`config.mk`:
```
export PLATFORM = sky130hd
export DESIGN_NAME = expansion_autoconfig
export DESIGN_NICKNAME = d
export VERILOG_FILES = /design/src/rtl/ac_pkg.sv /design/src/rtl/ac_id_rom.sv /design/src/rtl/ac_slot.sv /design/src/rtl/expansion_autoconfig.sv
export SDC_FILE = /design/constraint.sdc
export NUM_CORES = 1
export LEC_CHECK = 0
export CORE_MARGIN = 2
export CORE_UTILIZATION = 39
export CTS_BUF_LIST = sky130_fd_sc_hd__clkbuf_8 sky130_fd_sc_hd__clkbuf_16
export DETAILED_ROUTE_END_ITERATION = 7
export DONT_BUFFER_PORTS = 1
export GPL_TIMING_DRIVEN = 0
export HOLD_SLACK_MARGIN = 0.05
export PLACE_DENSITY = 0.54
export SYNTH_ARGS = -nofsm -noshare
export SYNTH_HDL_FRONTEND = slang
export SYNTH_SLANG_ARGS = --single-unit
```
`constraint.sdc`:
```
create_clock -name clk -period 2.7 [get_ports clk]
set_input_delay 0.54 -clock clk [delete_from_list [all_inputs] [get_ports clk]]
set_output_delay 0.54 -clock clk [all_outputs]
set_load 0.02 [all_outputs]
```
`src/rtl/ac_pkg.sv`:
```
package ac_pkg;
  localparam logic [23:0] CFG_WIN   = 24'hE80000;
  localparam int          CFG_LOG2  = 16;
  // word indices (byte offset / 2) of the write registers
  localparam logic [14:0] IDX_BLO   = 15'h0024;
  localparam logic [14:0] IDX_BHI   = 15'h0025;
  localparam logic [14:0] IDX_SHUT  = 15'h0026;
  localparam logic [14:0] IDX_LAST  = 15'h0007;

  function automatic logic [2:0] size_code(input int lg);
    return 3'((lg - 15) & 7);
  endfunction
endpackage

```
`src/rtl/ac_id_rom.sv`:
```
module ac_id_rom #(
  parameter logic [15:0] MAKER    = 16'h0000,
  parameter logic [7:0]  PRODUCT  = 8'h00,
  parameter logic [1:0]  BTYPE    = 2'b11,
  parameter bit          DIAG     = 1'b0,
  parameter bit          SHUT_CAP = 1'b1,
  parameter bit          CHAINED  = 1'b0,
  parameter int          SIZE_LOG2 = 16
) (
  input  logic [14:0] idx,
  output logic [3:0]  nib
);
  localparam logic [2:0] SZ = ac_pkg::size_code(SIZE_LOG2);
  logic [3:0] raw;

  always_comb begin
    case (idx)
      15'd0:   raw = {BTYPE, DIAG, CHAINED};
      15'd1:   raw = {SHUT_CAP, SZ};
      15'd2:   raw = PRODUCT[7:4];
      15'd3:   raw = PRODUCT[3:0];
      15'd4:   raw = MAKER[15:12];
      15'd5:   raw = MAKER[11:8];
      15'd6:   raw = MAKER[7:4];
      15'd7:   raw = MAKER[3:0];
      default: raw = 4'h0;
    endcase
    if (idx == 15'd0)               nib = raw;
    else if (idx > ac_pkg::IDX_LAST) nib = 4'h0;
    else                             nib = ~raw;
  end
endmodule

```
`src/rtl/ac_slot.sv`:
```
module ac_slot #(
  parameter int          ADDR_W    = 24,
  parameter int          SIZE_LOG2 = 16,
  parameter logic [15:0] MAKER     = 16'h0000,
  parameter logic [7:0]  PRODUCT   = 8'h00,
  parameter logic [1:0]  BTYPE     = 2'b11,
  parameter bit          DIAG      = 1'b0,
  parameter bit          SHUT_CAP  = 1'b1,
  parameter bit          CHAINED   = 1'b0
) (
  input  logic              clk,
  input  logic              rst,
  input  logic              en_in,
  input  logic [ADDR_W-1:1] addr,
  input  logic              rd_stb,
  input  logic              wr_stb,
  input  logic [3:0]        wnib,
  output logic [3:0]        rnib,
  output logic              ack,
  output logic              fn_sel,
  output logic              chain_out,
  output logic              active
);
  localparam int BASE_W = ADDR_W - ac_pkg::CFG_LOG2;
  localparam logic [ADDR_W-1:0] CFGW = ADDR_W'(ac_pkg::CFG_WIN);

  logic             configured, shut;
  logic [3:0]       base_lo;
  logic [BASE_W-1:0] base;
  logic [14:0]      idx;
  logic [3:0]       rom_nib;
  logic             in_cfg, fn_hit;

  assign idx    = addr[15:1];
  assign in_cfg = addr[ADDR_W-1:16] == CFGW[ADDR_W-1:16];
  assign active = en_in & ~configured & ~shut;
  assign fn_hit = configured &
                  (addr[ADDR_W-1:SIZE_LOG2] == base[BASE_W-1:SIZE_LOG2-16]);

  ac_id_rom #(
    .MAKER(MAKER), .PRODUCT(PRODUCT), .BTYPE(BTYPE), .DIAG(DIAG),
    .SHUT_CAP(SHUT_CAP), .CHAINED(CHAINED), .SIZE_LOG2(SIZE_LOG2)
  ) u_rom (
    .idx(idx),
    .nib(rom_nib)
  );

  always_ff @(posedge clk) begin
    if (rst) begin
      configured <= 1'b0;
      shut       <= 1'b0;
      base_lo    <= '0;
      base       <= '0;
      chain_out  <= 1'b0;
      ack        <= 1'b0;
      rnib       <= '0;
      fn_sel     <= 1'b0;
    end else begin
      ack    <= 1'b0;
      rnib   <= '0;
      fn_sel <= 1'b0;
      if (active && in_cfg && rd_stb) begin
        ack  <= 1'b1;
        rnib <= rom_nib;
      end
      if (active && in_cfg && wr_stb) begin
        ack <= 1'b1;
        if (idx == ac_pkg::IDX_BLO) begin
          base_lo <= wnib;
        end else if (idx == ac_pkg::IDX_BHI) begin
          base       <= BASE_W'({wnib, base_lo});
          configured <= 1'b1;
          chain_out  <= 1'b1;
        end else if (idx == ac_pkg::IDX_SHUT && SHUT_CAP) begin
          shut      <= 1'b1;
          chain_out <= 1'b1;
        end
      end
      if (fn_hit && (rd_stb || wr_stb)) fn_sel <= 1'b1;
    end
  end


  chain_hold_chk: assert property (@(posedge clk) disable iff (rst)
    chain_out |=> chain_out);

  shut_quiet_chk: assert property (@(posedge clk) disable iff (rst)
    shut |=> (!ack && !fn_sel));

  base_stable_chk: assert property (@(posedge clk) disable iff (rst)
    configured |=> $stable(base));

  idle_no_ack_chk: assert property (@(posedge clk) disable iff (rst)
    (!active && !fn_hit) |=> !ack);
endmodule

```
`src/rtl/expansion_autoconfig.sv`:
```
module expansion_autoconfig #(
  parameter int          ADDR_W       = 24,
  parameter int          SUBS         = 2,
  parameter int          SIZE_LOG2    = 16,
  parameter logic [15:0] MAKER        = 16'h1A2B,
  parameter logic [7:0]  PRODUCT_BASE = 8'h40,
  parameter logic [1:0]  BTYPE        = 2'b11,
  parameter bit          DIAG         = 1'b1,
  parameter bit          SHUT_CAP     = 1'b1
) (
  input  logic              clk,
  input  logic              rst,
  input  logic              cfg_in,
  input  logic [ADDR_W-1:1] addr,
  input  logic              rd_stb,
  input  logic              wr_stb,
  input  logic [3:0]        wdata_hi,
  output logic [15:0]       rdata,
  output logic              ack,
  output logic [SUBS-1:0]   fn_sel,
  output logic              cfg_out
);
  logic [SUBS:0]   en;
  logic [SUBS-1:0] acks, act;
  logic [3:0]      nibs [SUBS];
  logic [3:0]      nib_or;

  assign en[0] = cfg_in;

  for (genvar i = 0; i < SUBS; i++) begin : g_sub
    ac_slot #(
      .ADDR_W(ADDR_W), .SIZE_LOG2(SIZE_LOG2), .MAKER(MAKER),
      .PRODUCT(8'(PRODUCT_BASE + i)), .BTYPE(BTYPE), .DIAG(DIAG),
      .SHUT_CAP(SHUT_CAP), .CHAINED(i < SUBS - 1)
    ) u_slot (
      .clk(clk), .rst(rst), .en_in(en[i]), .addr(addr),
      .rd_stb(rd_stb), .wr_stb(wr_stb), .wnib(wdata_hi),
      .rnib(nibs[i]), .ack(acks[i]), .fn_sel(fn_sel[i]),
      .chain_out(en[i+1]), .active(act[i])
    );
  end

  always_comb begin
    nib_or = '0;
    for (int i = 0; i < SUBS; i++) nib_or = nib_or | nibs[i];
  end

  assign rdata   = {nib_or, 12'h000};
  assign ack     = |acks;
  assign cfg_out = en[SUBS];


  one_active_chk: assert property (@(posedge clk) disable iff (rst)
    $onehot0(act));

  reset_clear_chk: assert property (@(posedge clk)
    rst |=> (!cfg_out && !ack && fn_sel == '0));
endmodule

```
Word-level counts from Yosys, hierarchy flattened
Memories as Yosys holds them, arrays and structs flattened.
Cells that the tools add are included.
{"block": "word_totals", "register_bits": 42, "romBits": 64, "elab_cells": 79, "mem_count": 2}
{"name": "(no name shown)", "words": 8, "word_bits": 4, "read_ports": 1, "rd_ports_with_merged_regs": 0, "wr": 0, "line_no": "ac_id_rom.sv:17", "rtl": "case (idx)"}
{"name": "(no name shown)", "words": 8, "word_bits": 4, "read_ports": 1, "rd_ports_with_merged_regs": 0, "wr": 0, "line_no": "ac_id_rom.sv:17"}
{"block": "classes", "n_lt_le_gt_ge": 1, "n_eq_ne": 6, "n_mux": 14, "bitwise": 17, "reduce_logical": 23}
{"cell": "15-bit by 6-bit equality test with 1-bit output, second input constant", "n": 3}
{"cell": "4-bit two-way mux", "n": 6}
{"cell": "8-bit equality test", "n": 2}
{"cell": "15-bit by 3-bit greater-than comparator with 1-bit output, second input constant", "n": 1}
{"cell": "15-bit logical NOT", "n": 1}
{"cell": "12-bit logical NOT", "n": 1}
{"cell": "3-bit AND reduction", "n": 4}
{"cell": "8-bit equality test, second input constant", "n": 1}
{"cell": "1-bit logical AND", "n": 8}
{"cell": "1-bit two-way mux", "n": 8}
{"cell": "1-bit inverter", "n": 8}
{"cell": "4-bit inverter", "n": 2}
{"cell": "4-bit AND reduction", "n": 2}
{"cell": "1-bit AND", "n": 6}
{"cell": "2-bit OR reduction", "n": 3}
{"cell": "4-bit OR", "n": 1}
{"cell": "2-bit AND reduction", "n": 2}
{"cell": "2-bit nonzero test", "n": 1}
{"cell": "1-bit logical OR", "n": 1}

Logic depth before layout (Yosys ltp)
Gate-level depths: netlist of run 1.
{"block": "depth", "ltp_word": 7, "depth_mapped": 7}

Modules after synthesis
A second synthesis of run 1 with hierarchy kept.
{"block": "unflattened", "cells_unflattened": 279, "area_unflattened_um2": 2506.2}
{"module": "ac_slot", "instances": 2, "cells_each": 108, "area_each_um2": 1003.5, "seq_area_each_um2": 420.4}
{"module": "ac_id_rom at g_sub[1].u_slot.u_rom", "instances": 1, "cells_each": 22, "area_each_um2": 188.9, "seq_area_each_um2": 0.0}
{"module": "ac_id_rom at g_sub[0].u_slot.u_rom", "instances": 1, "cells_each": 23, "area_each_um2": 185.2, "seq_area_each_um2": 0.0}
{"module": "expansion_autoconfig", "instances": 1, "cells_each": 18, "area_each_um2": 125.1, "seq_area_each_um2": 0.0}

Least setup slack after synthesis of run 1
No wires, ideal clock.
{"block": "synth_timing", "path_kind": "input to register", "from": "input addr[16] (netlist bit)", "to": "register g_sub[0].u_slot.configured", "setup_time_ps": 67, "t_arrival_ps": 2183, "t_required_ps": 2633, "setup_slack_ps": 450, "cell_stages": 6, "cell_sequence": "or4b_4 -> or4_4 -> buf_6 -> or2_1 -> buf_6 -> a21oi_2"}
{"block": "synth_between", "elab_chain_cells": 4}
{"item": "start, declared", "line_no": "expansion_autoconfig.sv:14", "rtl": "input logic [ADDR_W-1:1] addr,"}
{"item": "8-bit equality test", "line_no": "ac_slot.sv:35", "rtl": "assign in_cfg = addr[ADDR_W-1:16] == CFGW[ADDR_W-1:16];"}
{"item": "1-bit logical AND (2 in a row)", "line_no": "ac_slot.sv:66", "rtl": "if (active && in_cfg && wr_stb) begin"}
{"item": "3-bit AND reduction (no source line)"}
{"item": "end signal, assigned", "line_no": "ac_slot.sv:50", "rtl": "configured <= 1'b0;"}
{"item": "end signal, assigned", "line_no": "ac_slot.sv:72", "rtl": "configured <= 1'b1;"}
{"item": "end, declared", "line_no": "ac_slot.sv:27", "rtl": "logic configured, shut;"}
No other way between the ends.
A chain may end at the register's enable or synchronous reset.

Final worst setup path of run 1
{"block": "layout_timing", "from": "input addr[7] (netlist bit)", "to": "register g_sub[1].u_slot.base[1]"}
{"block": "layout_between", "elab_chain_cells": 3}
{"item": "15-bit by 6-bit equality test with 1-bit output", "line_no": "ac_slot.sv:68", "rtl": "if (idx == ac_pkg::IDX_BLO) begin"}
{"item": "1-bit inverter (no source line)"}
{"item": "3-bit AND reduction (no source line) *"}
{"item": "end signal, assigned", "line_no": "ac_slot.sv:71", "rtl": "base <= BASE_W'({wnib, base_lo});"}
{"item": "end, declared", "line_no": "ac_slot.sv:29", "rtl": "logic [BASE_W-1:0] base;"}
Mark *: on every way between the ends. The rest lies on a longest branch, timed or not.

==> results.py, run 1 <==
metrics = {
    "status": {
        "status": "completed",
    },
    "route": {
        "viasPerCell": 4.918,
        "drt-initial-drc-count": 69,
        "totalWireLength_mm": 4.607,
        "vias": 1623,
        "ant_nets": 0,
        "drtPass1Iterations": 4,
        "wl_per_cell_um": 13.96,
        "drc": 0,
    },
    "floorplan": {
        "die_h_um": 77.85,
        "die-area_sq_um": 6061,
        "core_area_sq_um": 5172,
        "initial_core_util_pct": 41.12,
        "rows": 26,
        "fp.dieW_um": 77.85,
        "ios": 52,
    },
    "placement": {
        "place.port_buffers": 0,
        "place.gp.congestion": 0.7445,
        "place_inst": 322,
        "dp_hpwl_mm": 3.611,
    },
    "cts": {
        "cts_sinks": 42,
        "cts-resized-gates": 0,
        "cts-root-buf": "clkbuf_8",
        "clkSlewWorstSetupHoldPaths_ns": 0.08,
        "cts_htree_levels": 2,
        "cts_hold_buf": 0,
        "post_cts.repair.setup_buffers": 0,
        "clk_path_buf_depth": 2,
        "clock_latency_ns": 0.29,
        "cts_tree": "built",
        "numCtsBuffers": 5,
    },
    "setup_path": {
        "worstPathMaxFanout": 10,
        "rr_worst_depth": 6,
        "cp-end-kind": "flip-flop",
        "rr_startpoint": "g_sub[0].u_slot.configured",
        "reg2reg_to": "g_sub[0].u_slot.configured",
        "rrSetupSlack_ns": 0.74,
        "crit_type": "in -> reg",
        "start_kind": "input port",
        "critPathRequiredTime_ns": 2.93,
        "arrival_ns": 2.26,
    },
    "timing": {
        "setup_viol": 0,
        "worstMarginPinSlew_ns": 0.7603,
        "relSlewSlack_pct": 48.89,
        "drv_slew": 0,
        "max_freq_ghz": 0.4920,
        "finalCriticalPeriod_ns": 2.032,
        "period_share_pct": 75.28,
        "finalHoldViolations": 0,
        "fin_worst_skew_ns": 0.004817,
        "rsz0062_at_grt": "no",
        "fin_setup_tns_ns": 0,
    },
    "grt": {
        "antenna_found_initial": 0,
        "grt_max_degree": 13,
        "grt_overflow_total": 0,
        "track_usage_pct": 16.49,
        "grt_pass1_vias": 1566,
        "grt_pass1_wl_mm": 7.859,
    },
    "pwr": {
        "ir_drop_mv": 0.2406,
        "powerDensity_nw_per_um2": 478.9,
        "p_leak_nw": 0.9076,
    },
    "yosys": {
        "async_flop_share_pct": 0,
        "ys_top_cells_by_count": "42 x dfxtp_1, 18 x o21ai_0, 14 x buf_4",
        "syn_inst": 241,
        "seq_area_frac_synth_pct": 39.53,
        "synth_top_area_share_pct": 39.53,
        "yosysMostFrequentCell": "dfxtp_1",
        "synth_compound_area_share_pct": 11.00,
        "synth_warnings": 0,
        "synth-xor-area-share_pct": 7.412,
        "yosys.area.top_type": "dfxtp_1",
        "synthFlopType": "dfxtp_1",
        "netlist_area_sq_um": 2127,
        "avgSynthCellArea_sq_um": 8.826,
        "ys_types": 40,
        "yosys.area_share.simple_pct": 25.76,
        "synthMuxAreaShare_pct": 3.765,
        "synth-adder-area-share_pct": 2.941,
        "synthTopCellsByArea": "dfxtp_1 40%, buf_4 4.9%, o21ai_0 4.2%",
        "ys_ff_latch": 42,
        "synth_top_family_by_area": "simple AND/OR/NAND/NOR gates",
        "synth-edff-count": 0,
    },
    "finish": {
        "final_cells": 330,
        "syn2layout_area_growth_pct": 10.35,
        "final_util_pct": 45.38,
        "drive_above_1_share_pct": 13.85,
        "fillers": 515,
        "nNetsFinal": 296,
        "antenna_cells": 0,
    },
    "min_path": {
        "hp-class": "in -> reg",
        "holdPathStages": 2,
        "holdPathEnd": "g_sub[1].u_slot.base[7]",
        "min_from": "wdata_hi[3]",
    },
    "run": {
        "maxCapViolations": 0,
    },
}
cell usage in the layout, fill, tap and decap left out, types with 3 or more instances in the layout:
cell type	n
dfxtp_1	42
o21ai_0	18
buf_4	14
nand2b_1	13
nand4_1	12
conb_1	12
inv_1	11
a21oi_1	11
nor2_1	11
xor2_1	10
nor2b_1	9
mux2i_1	8
xnor2_1	8
o21ai_1	8
clkbuf_1	7
nor4_1	7
or2_2	6
clkbuf_8	6
or4_1	5
ha_1	5
nand2_1	4
o22ai_1	4
or3_1	3
nor3_1	3
per-stage QoR:
step / cell area, sq um / worst slack [ns] / hold WS, ns / total power [mW]
2_1_floorplan: 2168 / 0.4498 / 0.4293 / 0.7102
3_3_place_gp: 2256 / 0.3728 / 0.4559 / 0.7245
3_5_place_dp: 2256 / 0.3694 / 0.4645 / 0.7239
4_1_cts: 2347 / 0.6731 / 0.3976 / 1.134
5_1_grt: 2347 / 0.4867 / 0.4041 / 1.181
6_report: 2347 / 0.6675 / 0.4009 / 1.124
cell families (layout without fill, tap and decap cells):
group / count (synthesis) / count (layout)
AO/OA/AOI/OAI: 44 / 44
XOR/XNOR: 18 / 18
adder cells (fa/ha/maj): 5 / 5
buffers and inverters: 35 / 43
flip-flops: 42 / 42
multiplexers: 8 / 8
other: 1 / 12
AND/OR/NAND/NOR: 88 / 88
final cells by class:
cell class | instances | area [sq um] | area share [%]
inverters | 10 | 37.54 | 1.599
well taps | 70 | 87.58 | 3.731
plain buffers | 25 | 162.7 | 6.930
clock inverters | 2 | 8.758 | 0.3731
multi-input cells | 175 | 1127 | 48.03
flip-flops and latches | 42 | 840.8 | 35.82
clock buffers | 6 | 82.58 | 3.518
state kept, by name (all words and copies together), names as in the netlist:
register	count
g_sub.u_slot.base_lo	8
g_sub.u_slot.fn_sel	2
g_sub.u_slot.configured	2
g_sub.u_slot.shut	2
g_sub.u_slot.ack	2
g_sub.u_slot.rnib	8
g_sub.u_slot.chain_out	2
g_sub.u_slot.base	16
metal layers:
metal | GRT usage (%) | vias to the layer above | wire (um) | share of wire, %
li1 | - | 849 | - | -
met1 | 22.62 | 716 | 2201 | 48
met2 | 26.12 | 50 | 2082 | 45
met3 | 4.070 | 8 | 281 | 6.1
met4 | 3.750 | 0 | 42 | 0.91
met5 | 0 | - | 0 | 0
where the power goes:
group / leakage, nW / internal (mW) / switching (mW)
Sequential: 0.338 / 0.619 / 0.00000168
Clock: 0.0524 / 0.203 / 0.212
Combinational: 0.517 / 0.0378 / 0.0530
Total: 0.908 / 0.859 / 0.265
how the worst max path moves through the flow:
stage / start / endpoint / slack, ns
global route: addr[7] / g_sub[1].u_slot.base[1] / 0.49
CTS: addr[16] / g_sub[0].u_slot.configured / 0.67
global placement: addr[7] / g_sub[1].u_slot.base[1] / 0.37
finish: addr[7] / g_sub[1].u_slot.base[1] / 0.67
detailed placement: addr[16] / g_sub[0].u_slot.configured / 0.37
floorplan: addr[16] / g_sub[0].u_slot.configured / 0.45
critical path, stage by stage:
cell and delay, ns:
or4_1 0.55, nor4_1 0.39, clkbuf_1 0.40, nand4_1 0.20, a21oi_1 0.17
No activity file was read; power rests on OpenSTA's default activity.
==> inputs of run 2 (changes only) <==
==> constraint.sdc (replaced) <==
create_clock -name clk -period 2.1 [get_ports clk]
set_input_delay 0.42 -clock clk [delete_from_list [all_inputs] [get_ports clk]]
set_output_delay 0.42 -clock clk [all_outputs]
set_load 0.02 [all_outputs]
==> results.py, run 2 (same netlist as run 1, synthesis figures left out) <==
metrics = {
    "status": {
        "status": "completed",
    },
    "cts": {
        "cts-resized-gates": 0,
        "cts-root-buf": "clkbuf_8",
        "cts_sinks": 42,
        "numCtsBuffers": 5,
        "cts_htree_levels": 2,
        "clkSlewWorstSetupHoldPaths_ns": 0.07,
        "cts_hold_buf": 0,
        "clock_latency_ns": 0.29,
        "clk_path_buf_depth": 2,
        "cts_tree": "built",
        "post_cts.repair.setup_buffers": 0,
    },
    "min_path": {
        "min_from": "wdata_hi[3]",
        "hp-class": "in -> reg",
        "holdPathEnd": "g_sub[1].u_slot.base[7]",
        "holdPathStages": 2,
    },
    "finish": {
        "reg.largest.list": "g_sub.u_slot.base (16), g_sub.u_slot.base_lo (8), g_sub.u_slot.rnib (8)",
        "nNetsFinal": 296,
        "antenna_cells": 0,
        "final_common_cell": "dfxtp_1",
        "largest_reg_flops": 16,
        "regMostFlops": "g_sub.u_slot.base",
        "syn2layout_area_growth_pct": 9.647,
        "final_cells": 329,
        "mostFrequentLayoutCells": "42 x dfxtp_1, 18 x o21ai_0, 14 x buf_4",
        "drive_above_1_share_pct": 13.13,
    },
    "route": {
        "vias": 1646,
        "drtPass1Iterations": 4,
        "wl_per_cell_um": 14.52,
        "totalWireLength_mm": 4.778,
        "drt-initial-drc-count": 84,
        "viasPerCell": 5.003,
        "drc": 0,
        "ant_nets": 0,
    },
    "setup_path": {
        "max_stage_delay_ns": 0.50,
        "path_buf_inv": 2,
        "cp-end-kind": "flip-flop",
        "path_common_cell": "buf_6",
        "rr_worst_depth": 6,
        "slowest_stage": "or4_4",
        "start_kind": "flip-flop",
        "cp_top_family": "simple AND/OR/NAND/NOR gates",
        "rrSetupSlack_ns": 0.06,
        "reg2reg_to": "g_sub[0].u_slot.base[5]",
        "arrival_ns": 2.26,
        "crit_type": "reg -> reg",
        "rr_startpoint": "g_sub[0].u_slot.configured",
        "worstPathMaxFanout": 10,
        "crit_chain": "or3b_2, or4_4, buf_6, or2_1, buf_6, o21ai_1",
        "critPathRequiredTime_ns": 2.32,
    },
    "pwr": {
        "powerDensity_nw_per_um2": 597.2,
        "p_leak_nw": 0.9019,
        "seqPwrFrac_pct": 57.1,
        "internal_power_mw": 1.063,
        "design_power_total_mw": 1.393,
        "power.share.clock_pct": 34.4,
        "ir_drop_mv": 0.3050,
        "comb_power_share_pct": 8.5,
        "switching_share_pct": 23.65,
        "p_sw_mw": 0.3295,
    },
    "timing": {
        "setup_viol": 0,
        "fin_ws_ns": 0.06358,
        "fin_setup_tns_ns": 0,
        "worstMarginPinSlew_ns": 0.7985,
        "max_freq_ghz": 0.4911,
        "relSlewSlack_pct": 46.32,
        "fin_worst_skew_ns": 0.003401,
        "finalCriticalPeriod_ns": 2.036,
        "drv_slew": 0,
        "period_share_pct": 96.97,
        "rsz0062_at_grt": "no",
        "finalHoldViolations": 0,
    },
    "floorplan": {
        "fp.dieW_um": 77.85,
        "die_h_um": 77.85,
        "ios": 52,
        "rows": 26,
        "die-area_sq_um": 6061,
        "core_area_sq_um": 5172,
        "initial_core_util_pct": 41.12,
    },
    "grt": {
        "track_usage_pct": 16.69,
        "antenna_found_initial": 0,
        "grt_pass1_vias": 1523,
        "grt_max_degree": 12,
        "grt_overflow_total": 0,
        "grt_pass1_wl_mm": 7.762,
    },
    "placement": {
        "place.port_buffers": 0,
        "dp_hpwl_mm": 3.691,
        "dp_slack_ns": -0.1058,
        "place_inst": 322,
        "place.gp.congestion": 0.7586,
    },
    "run": {
        "maxCapViolations": 0,
    },
}
## run 2: cell count changes in the layout (fill, tap and decap cells not counted), sizes merged
cell,change
clkbuf,-1
clkinv,-1
inv,+1
## run 2: layout make-up
cell class / instances / area (sq um)
clock buffers: 5 / 68.82
fillers: 516 / 2840
plain buffers: 25 / 162.7
well taps: 70 / 87.58
clock inverters: 2 / 7.507
flip-flops and latches: 42 / 840.8
multi-input cells: 175 / 1127
inverters: 10 / 37.54
## run 2: routing by layer
metal	share of wire, %	wire (um)	up-vias	GRT usage (%)
met1	49	2361	747	22.45
li1	-	-	849	-
met3	5.7	273	7	4.419
met5	0	0	-	0
met4	1.2	55	0	5.357
met2	44	2087	43	25.95
## run 2: how the worst max path moves through the flow
| stage | startpoint | endpoint | slack [ns] | cells past startpoint |
|---|---|---|---|---|
| after floorplan | addr[16] | g_sub[0].u_slot.configured | 0.04 | 6 |
| after global placement | addr[7] | g_sub[1].u_slot.base[4] | -0.06 | 5 |
| after detailed placement | addr[7] | g_sub[1].u_slot.base[1] | -0.11 | 5 |
| after CTS | g_sub[0].u_slot.configured | g_sub[0].u_slot.configured | 0.07 | 6 |
| after global routing | g_sub[0].u_slot.configured | g_sub[0].u_slot.base[0] | 0.006 | 6 |
| final | g_sub[0].u_slot.configured | g_sub[0].u_slot.base[5] | 0.06 | 6 |
## run 2: metrics by stage
stage	cell area [sq um]	hold WS (ns)	util (%)
floorplan	2168	0.4293	-
global placement	2256	0.4555	43.61
detailed placement	2256	0.4629	43.61
CTS	2332	0.2758	45.09
global route	2332	0.2852	45.09
finish	2332	0.2854	45.09
## run 2: worst reg2reg max path, delay by kind of cell (launching register included)
kind	cells	cell delay, ns
AND/OR/NAND/NOR	3	1.23
AO/OA/AOI/OAI	1	0.12
flip-flops	1	0.31
buffers and inverters	2	0.31
## run 2: power by group through the flow
| stage | Combinational (mW) | Clock (mW) | Sequential [mW] |
|---|---|---|---|
| floorplan | 0.0988 | 0 | 0.814 |
| global placement | 0.117 | 0 | 0.814 |
| detailed placement | 0.117 | 0 | 0.814 |
| CTS | 0.117 | 0.497 | 0.795 |
| global route | 0.130 | 0.541 | 0.796 |
| finish | 0.118 | 0.479 | 0.796 |
